`src/rtl/scsi_rx_pkg.sv`:
```
package scsi_rx_pkg;

    typedef enum logic [1:0] {
        ST_IDLE      = 2'd0,
        ST_A_WAIT_HI = 2'd1,
        ST_A_WAIT_LO = 2'd2,
        ST_S_RUN     = 2'd3
    } rx_state_e;

endpackage

```
`src/rtl/scsi_rx_ack_sync.sv`:
```
module scsi_rx_ack_sync #(
    parameter int STAGES = 2
) (
    input  logic clk,
    input  logic rst_n,
    input  logic ack_n_i,
    output logic ack_level_o,
    output logic ack_fall_o
);
    typedef struct packed {
        logic [STAGES-1:0] chain;
        logic              prev;
    } sync_t;

    sync_t s_d, s_q;

    always_comb begin
        s_d = s_q;
        if (STAGES == 1) begin
            s_d.chain[0] = ack_n_i;
        end else begin
            s_d.chain = {s_q.chain[STAGES-2:0], ack_n_i};
        end
        s_d.prev = s_q.chain[STAGES-1];
    end

    always_ff @(posedge clk or negedge rst_n) begin
        if (!rst_n) begin
            s_q <= '{chain: '1, prev: 1'b1};
        end else begin
            s_q <= s_d;
        end
    end

    assign ack_level_o = s_q.chain[STAGES-1];
    assign ack_fall_o  = s_q.prev & ~s_q.chain[STAGES-1];
endmodule

```
`src/rtl/scsi_rx_parity.sv`:
```
module scsi_rx_parity #(
    parameter int DW = 8
) (
    input  logic [DW-1:0] data_i,
    input  logic          par_i,
    output logic          ok_o
);
    logic [DW:0] bits;

    always_comb begin
        bits = {par_i, data_i};
        ok_o = ^bits;
    end
endmodule

```
`src/rtl/scsi_rx_fifo.sv`:
```
module scsi_rx_fifo #(
    parameter int DW    = 8,
    parameter int DEPTH = 4
) (
    input  logic                         clk,
    input  logic                         rst_n,
    input  logic                         push_i,
    input  logic [DW-1:0]                din_i,
    output logic [DW-1:0]                dout_o,
    output logic                         valid_o,
    input  logic                         ready_i,
    output logic [$clog2(DEPTH+1)-1:0]   count_o
);
    localparam int PW = (DEPTH > 1) ? $clog2(DEPTH) : 1;
    localparam int CW = $clog2(DEPTH + 1);

    typedef struct packed {
        logic [PW-1:0] wr;
        logic [PW-1:0] rd;
        logic [CW-1:0] count;
    } fifo_t;

    fifo_t f_d, f_q;
    logic [DW-1:0] mem [DEPTH];
    logic do_push, do_pop;

    function automatic logic [PW-1:0] bump(input logic [PW-1:0] p);
        return (p == PW'(DEPTH - 1)) ? '0 : p + 1'b1;
    endfunction

    always_comb begin
        f_d     = f_q;
        do_pop  = (f_q.count != '0) && ready_i;
        do_push = push_i && (f_q.count != CW'(DEPTH));
        if (do_push) f_d.wr = bump(f_q.wr);
        if (do_pop)  f_d.rd = bump(f_q.rd);
        f_d.count = f_q.count + CW'(do_push) - CW'(do_pop);
    end

    always_ff @(posedge clk or negedge rst_n) begin
        if (!rst_n) begin
            f_q <= '0;
        end else begin
            f_q <= f_d;
        end
    end

    always_ff @(posedge clk) begin
        if (do_push) mem[f_q.wr] <= din_i;
    end

    assign dout_o  = mem[f_q.rd];
    assign valid_o = (f_q.count != '0);
    assign count_o = f_q.count;
endmodule

```
`src/rtl/scsi_rx_engine.sv`:
```
module scsi_rx_engine
    import scsi_rx_pkg::*;
#(
    parameter int CNT_W       = 16,
    parameter int TIM_W       = 8,
    parameter int DEPTH       = 4,
    parameter int SYNC_STAGES = 2,
    parameter int DW          = 8
) (
    input  logic             clk,
    input  logic             rst_n,
    input  logic             start_i,
    input  logic             mode_sync_i,
    input  logic [CNT_W-1:0] count_m1_i,
    input  logic [TIM_W-1:0] req_width_i,
    input  logic [TIM_W-1:0] req_period_i,
    input  logic [DW-1:0]    db_i,
    input  logic             dbp_i,
    output logic             req_n_o,
    input  logic             ack_n_i,
    output logic [DW-1:0]    out_data_o,
    output logic             out_valid_o,
    input  logic             out_ready_i,
    output logic             irq_o,
    input  logic             irq_clr_i
);
    localparam int OCC_W  = $clog2(DEPTH + 1);
    localparam int LEFT_W = CNT_W + 1;

    typedef struct packed {
        rx_state_e         state;
        logic              sync_mode;
        logic [LEFT_W-1:0] bytes_left;
        logic [LEFT_W-1:0] req_left;
        logic [OCC_W-1:0]  outstanding;
        logic [TIM_W-1:0]  timer;
        logic              pulse;
        logic              req_n;
        logic              irq;
    } regs_t;

    localparam regs_t REGS_RST = '{
        state:       ST_IDLE,
        sync_mode:   1'b0,
        bytes_left:  '0,
        req_left:    '0,
        outstanding: '0,
        timer:       '0,
        pulse:       1'b0,
        req_n:       1'b1,
        irq:         1'b0
    };

    regs_t r_d, r_q;

    logic             ack_level, ack_fall;
    logic             par_ok;
    logic [OCC_W-1:0] fifo_count;
    logic [OCC_W:0]   reserved;
    logic             slot_free;
    logic             issue, capture, halt, push;
    logic [TIM_W-1:0] width_ld, gap_ld;
    logic             in_idle, sync_mode_q;

    scsi_rx_ack_sync #(.STAGES(SYNC_STAGES)) u_ack (
        .clk        (clk),
        .rst_n      (rst_n),
        .ack_n_i    (ack_n_i),
        .ack_level_o(ack_level),
        .ack_fall_o (ack_fall)
    );

    scsi_rx_parity #(.DW(DW)) u_par (
        .data_i(db_i),
        .par_i (dbp_i),
        .ok_o  (par_ok)
    );

    scsi_rx_fifo #(.DW(DW), .DEPTH(DEPTH)) u_buf (
        .clk    (clk),
        .rst_n  (rst_n),
        .push_i (push),
        .din_i  (db_i),
        .dout_o (out_data_o),
        .valid_o(out_valid_o),
        .ready_i(out_ready_i),
        .count_o(fifo_count)
    );

    assign reserved  = {1'b0, r_q.outstanding} + {1'b0, fifo_count};
    assign slot_free = reserved < (OCC_W + 1)'(DEPTH);
    assign width_ld  = (req_width_i == '0) ? '0 : req_width_i - 1'b1;
    assign gap_ld    = (req_period_i > req_width_i) ? (req_period_i - req_width_i - 1'b1) : '0;

    always_comb begin
        r_d     = r_q;
        issue   = 1'b0;
        capture = 1'b0;
        halt    = 1'b0;

        if (irq_clr_i) r_d.irq = 1'b0;

        unique case (r_q.state)
            ST_IDLE: begin
                if (start_i && !r_q.irq) begin
                    r_d.sync_mode  = mode_sync_i;
                    r_d.bytes_left = {1'b0, count_m1_i} + 1'b1;
                    r_d.req_left   = {1'b0, count_m1_i} + 1'b1;
                    r_d.timer      = '0;
                    r_d.pulse      = 1'b0;
                    r_d.state      = mode_sync_i ? ST_S_RUN : ST_A_WAIT_HI;
                end
            end
            ST_A_WAIT_HI: begin
                if (ack_level && slot_free) begin
                    issue     = 1'b1;
                    r_d.req_n = 1'b0;
                    r_d.state = ST_A_WAIT_LO;
                end
            end
            ST_A_WAIT_LO: begin
                if (!ack_level) begin
                    capture   = 1'b1;
                    r_d.req_n = 1'b1;
                    r_d.state = ST_A_WAIT_HI;
                end
            end
            ST_S_RUN: begin
                capture = ack_fall && (r_q.outstanding != '0);
                if (r_q.pulse) begin
                    if (r_q.timer == '0) begin
                        r_d.pulse = 1'b0;
                        r_d.req_n = 1'b1;
                        r_d.timer = gap_ld;
                    end else begin
                        r_d.timer = r_q.timer - 1'b1;
                    end
                end else if (r_q.timer != '0) begin
                    r_d.timer = r_q.timer - 1'b1;
                end else if ((r_q.req_left != '0) && slot_free) begin
                    issue        = 1'b1;
                    r_d.pulse    = 1'b1;
                    r_d.req_n    = 1'b0;
                    r_d.timer    = width_ld;
                    r_d.req_left = r_q.req_left - 1'b1;
                end
            end
            default: r_d.state = ST_IDLE;
        endcase

        r_d.outstanding = r_q.outstanding + OCC_W'(issue) - OCC_W'(capture);
        push = capture && par_ok;

        if (capture) begin
            if (!par_ok) begin
                r_d.irq = 1'b1;
                halt    = 1'b1;
            end else begin
                r_d.bytes_left = r_q.bytes_left - 1'b1;
                if (r_q.bytes_left == LEFT_W'(1)) halt = 1'b1;
            end
        end

        if (halt) begin
            r_d.state       = ST_IDLE;
            r_d.req_n       = 1'b1;
            r_d.pulse       = 1'b0;
            r_d.timer       = '0;
            r_d.outstanding = '0;
            r_d.req_left    = '0;
        end
    end

    always_ff @(posedge clk or negedge rst_n) begin
        if (!rst_n) begin
            r_q <= REGS_RST;
        end else begin
            r_q <= r_d;
        end
    end

    assign req_n_o     = r_q.req_n;
    assign irq_o       = r_q.irq;
    assign in_idle     = (r_q.state == ST_IDLE);
    assign sync_mode_q = r_q.sync_mode;
endmodule

```
`config.mk`:
```
export PLATFORM = sky130hd
export DESIGN_NAME = scsi_rx_engine
export DESIGN_NICKNAME = d
export VERILOG_FILES = /design/src/rtl/scsi_rx_pkg.sv /design/src/rtl/scsi_rx_ack_sync.sv /design/src/rtl/scsi_rx_parity.sv /design/src/rtl/scsi_rx_fifo.sv /design/src/rtl/scsi_rx_engine.sv
export SDC_FILE = /design/constraint.sdc
export NUM_CORES = 1
export LEC_CHECK = 0
export BUFFER_PORTS_ARGS = -buffer_cell sky130_fd_sc_hd__buf_4
export CAP_MARGIN = 10
export CELL_PAD_IN_SITES_DETAIL_PLACEMENT = 1
export CELL_PAD_IN_SITES_GLOBAL_PLACEMENT = 1
export CORE_MARGIN = 2
export CORE_UTILIZATION = 42
export DETAILED_ROUTE_END_ITERATION = 10
export GPL_TIMING_DRIVEN = 1
export MAX_ROUTING_LAYER = met4
export PLACE_DENSITY_LB_ADDON = 0.1
export REMOVE_ABC_BUFFERS = 1
export SLEW_MARGIN = 10
export SYNTH_ARGS = -nofsm -noshare
export SYNTH_HDL_FRONTEND = slang
export SYNTH_SLANG_ARGS = --single-unit
```
`constraint.sdc`:
```
create_clock -name clk -period 2.75 [get_ports clk]
set_input_delay 0.1375 -clock clk [delete_from_list [all_inputs] [get_ports clk]]
set_output_delay 0.1375 -clock clk [all_outputs]
set_load 0.02 [all_outputs]
```
# After elaboration in Yosys (flattened, before gate mapping)
# Memories as Yosys holds them, arrays and structs flattened.
# Cells that the tools add are included.
totals:
  out_inout_bits: 11
  regBits: 61
  mem_bits_rw: 32
  n_memories: 1
  input_bits: 48
memory_table:
  columns: ["name", "depth", "width", "read_ports", "rd_clocked_by_memory_dff", "wr", "line", "source"]
  rows:
  - ["u_buf.mem", 4, 8, 1, 0, 1, "scsi_rx_fifo.sv:24", "logic [DW-1:0] mem [DEPTH];"]
op_classes:
  muxes: 44
  magnitude_cmp: 2
  eq_ne: 17
  add_sub_neg: 14
  n_bitwise: 2
  n_reduce_logical: 25
ops:
  columns: ["op", "n"]
  rows:
  - ["two-way mux 17 bit", 6]
  - ["two-way mux 37 bit", 1]
  - ["case mux 17 bit (2 select lines)", 1]
  - ["subtractor 17 x 1 -> 17 bit, second input constant", 2]
  - ["two-way mux 8 bit", 4]
  - ["two-way mux 30 bit", 1]
  - ["subtractor 8 x 1 -> 8 bit, second input constant", 3]
  - ["two-way mux 10 bit", 2]
  - ["!= test 3 bit, second input constant", 6]
  - ["case mux 9 bit (2 select lines)", 1]
  - ["adder 16 x 1 -> 17 bit, second input constant", 1]
  - ["== test 17 x 1 -> 1 bit, second input constant", 1]
  - ["nonzero test 17 bit", 1]
  - ["zero test 8 bit", 2]
  - ["two-way mux 2 bit", 8]
  - ["two-way mux 1 bit", 15]
  - ["!= test 4 bit, second input constant", 3]
  - ["two-way mux 9 bit", 1]
  - ["nonzero test 3 bit", 3]
  - ["XOR reduction 9 bit", 1]
  - ["== test 2 bit, second input constant", 4]
  - ["greater-than comparator 8 bit", 1]
  - ["nonzero test 4 bit", 2]
  - ["nonzero test 8 bit", 1]
  - ["22 further kinds", 33]

# Logic depth before layout (Yosys ltp)
logic_depth:
  ltp_word: 10
  depth_mapped: 15
  ltp_nobuf: 15

# Cells and area by module
# From an unflattened synthesis, not the netlist that was laid out.
unflattened:
  cells_unflattened: 626
  area_unflattened_um2: 6123.4
by_module_without_submodules:
  columns: ["module", "seq_area_each_um2", "n_inst", "area_per_inst_um2", "cells_each"]
  rows:
  - ["scsi_rx_engine", 1252.5, 1, 4295.4, 527]
  - ["scsi_rx_fifo", 1136.1, 1, 1652.8, 88]
  - ["scsi_rx_ack_sync", 78.8, 1, 92.6, 4]
  - ["scsi_rx_parity", 0.0, 1, 82.6, 7]

# Worst setup path before layout
# No wires, ideal clock.
synth_timing:
  path_type: "reg2reg"
  startpoint: "register r_q[3] in the netlist's numbering"
  endpoint: "register r_q[13] in the netlist's numbering"
  slack_ps: -18
  synth_period_minus_slack_ps: 2768
  required_time_ps: 2618
  path_stages_with_launch: 16
  t_arrival_ps: 2636
  cell_sequence: "dfrtp_1 > inv_1 > ha_1 > nor4b_4 > nand2_2 > nor2_4 > nand3_1 > nand2_1 > nand2_1 > ha_1 > inv_1 > ha_1 > fa_1 > xnor2_1 > xnor2_1 > nor2_1"
synth_lines:
  columns: ["item", "line", "source"]
  rows:
  - ["from (decl)", "scsi_rx_engine.sv:54", "regs_t r_d, r_q;"]
  - ["from (signal assigned)", "scsi_rx_engine.sv:178", "r_q <= r_d;"]

==> flow_summary.toml <==
[synth]
synth-edff-count = 32
synth_area_leaders = "dfrtp_1, edfxtp_1, ha_1, xnor2_1, nor2_1"
yosys_warnings = 0
syn_avg_cell_area_sq_um = 9.56
ys_async_sr_fraction_pct = 65.2
ys_seq_area_share_pct = 40.5
synth_area_sq_um = 6100
synth-seq-cells = 92
yosysUniqueCellTypes = 75
yosysMostFrequentCell = "nor2_1"
synth_area_leader_cell = "dfrtp_1"
yosys.area.top_type_share_pct = 23.0
netlist_top_cells_count = "nor2_1, dfrtp_1, nand2_1"
synth_ff_type = "dfrtp_1"
syn-instance-count = 638

[cells_and_area]
syn2layout_area_growth_pct = 19.4
final_net_count = 813
diodes = 0
drive_gt1_share_pct = 19.0
stdcell_area_sq_um = 7280

[cts]
cts_made_buffers = 9
clk_latency_ps = 360
clock_sinks = 92
ctsLongestPathBuffers = 2
clk_pin_slew_ps = 70
h-tree-depth = 3
tritoncts = "built"
cts_root_buf = "clkbuf_16"

[placement]
postPlaceCellArea_sq_um = 6860
hpwl_um = 12900
dp_slack_ps = 6.99
gp_congestion = 0.840
io_buffer_count = 58

[hold_path]
hp-class = "in2reg"

[job]
cap_violations = 0

[sta]
fmax_mhz = 375
finalCritPeriodShare_pct = 97.0
worstMarginPinSlew_ps = 834
maxSlewHeadroom_pct = 44.4
grt_setup_unrepaired = "true"
finalMaxSlewViolations = 0
hold_viol_final = 0
fin_crit_ps = 2670
clock_skew_ps = 5.63
final-setup-viol-count = 0
fin_ws_ps = 81.2

[global_routing]
antenna_found_initial = 0
grt_use_total_pct = 23.7
grt_pass1_wl_um = 28700
use_met1_pct = 30.9
met3_usage_pct = 3.57
gr-total-overflow = 0
first_global_vias = 5457
gr-max-usage-layer = "met2"
grt_max_degree = 61
grt_util_met2_pct = 39.0

[power_and_ir_drop]
total_leakage_power_uw = 0.00305
power_density_nw_per_um2 = 1170
p_total_uw = 8500
peakVddDrop_uv = 534

[setup_path]
critPathKind = "reg2reg"
crit_fanout = 3
cp-end-kind = "register"
startpoint_type = "register"
worst_ep_arrival_time_ps = 2910
critical_path_required_ps = 2990

[die]
die_y_um = 125
core_sq_um = 14400
dieArea_sq_um = 15500
fp.dieW_um = 125
ios = 59
row_count = 44
initial_core_util_pct = 42.4

[detailed_routing]
vias_per_cell = 5.75
vias = 5277
wl_per_cell_um = 19.0
first_pass_iters = 5
drtIter0Drc = 380
ant_nets = 0
route.detailed.drc = 0
routed_wl_um = 17400

[status]
outcome = "finished, final reports clean"
-- layer usage --
layer	up-vias	routed length, um	part of all wire [%]
li1	2516	-	-
met1	2645	7870	45
met2	101	8630	50
met3	15	647	3.7
met4	0	233	1.3
met5	-	0	0
-- worst paths after layout --
kind	startpoint	to	slack [ps]	cells past startpoint
setup / recovery	r_q[3]	r_q[13]	80	15
hold / removal	db_i[6]	u_buf.mem[0][6]	20	1
setup reg to reg	r_q[3]	r_q[13]	80	15
hold reg to reg	u_ack.s_d[2]	u_ack.ack_level_o	360	0
max in group asynchronous	rst_n	r_q[18]	1790	2
min in group asynchronous	rst_n	u_buf.f_q[3]	430	2
-- flip-flops by register name, indices dropped and copies added (netlist names) --
register,count
r_q,48
req_n_o,1
u_ack.ack_level_o,1
u_buf.f_q,4
u_ack.s_d,1
u_buf.count_o,3
u_buf.mem,32
u_ack.s_q,1
irq_o,1
-- metrics by stage --
step,TNS (ps),utilization [%],hold slack [ps],cells
2_1_floorplan,-4870,-,-158,622
3_3_place_gp,0,47.7,250,889
3_5_place_dp,0,47.7,250,889
4_1_cts,0,50.4,2.60,914
5_1_grt,-68.8,50.7,11.6,917
6_report,0,50.7,22.0,917
-- what timing repair did --
item / in CTS / in global routing
hold buffers: 9 / 2
pin swaps: 1 / 0
gates resized for setup: 0 / 5
setup endpoints to repair: 1 / 3
buffers inserted: 0 / 1
endpoints found under the hold margin: 82 / 3
-- placed cells by master (no fill, tap or decap), types with 5 or more instances in the layout --
cell type      Yosys  layout
a211oi_1           9       9
a21oi_1           40      40
a22oi_1            6       6
a31oi_1            6       6
a32oi_1            5       5
and2_1             9       9
and3_1             8       8
buf_4              1      84
clkbuf_16          0       9
dfrtp_1           56      56
dlygate4sd3_1      0      11
edfxtp_1          32      32
ha_1              34      34
inv_1             42      41
mux4_2             8       8
nand2_1           53      53
nand2b_1           8       8
nand3_1           25      25
nand4_1            9       9
nor2_1            60      60
nor2b_1            8       8
nor3_1            26      26
nor4_1             7       7
o21ai_0           33      32
o21ai_1            8       9
o31ai_1            5       5
or3_1              9       9
xnor2_1           26      25
xor2_1            13      13
-- final cells by class --
class	count	area (sq um)
clock inverter	7	62.6
sequential	92	2470
clock buffer	9	225
timing repair buffer	95	741
tap	184	230
multi-input combinational	488	3400
fill	1660	7090
inverter	42	158
-- cells by family (layout without fill, tap and decap cells) --
group                      after synthesis  count (layout)  share of synthesized area (%)
muxes                                   11              11                           3.47
xor gates and xnor gates                42              42                           6.71
buffers and inverters                   58             153                           4.12
adders and majority gates               37              37                           7.96
and+or+nand+nor                        241             241                           20.2
DFF                                     92              92                           40.5
AOI/OAI and AO/OA                      157             157                           17.1
-- worst max-delay path: stages, from the launching register on --
cell     delay [ps]
dfrtp_1         380
inv_1           100
ha_1            180
nor4b_4         230
nand2_2         110
nor2_4          100
nand3_1          70
nand2_1          80
nand2_1          50
ha_1            290
inv_1            40
ha_1            190
fa_2            370
xnor2_2         170
xnor2_1         140
nor2_1           50
-- power breakdown --
part	total (uW)	switching, uW	internal (uW)
Sequential	2400	527	1870
Clock	1250	616	638
Combinational	4850	2820	2030
Note: power is estimated with default switching activity, not from simulation.
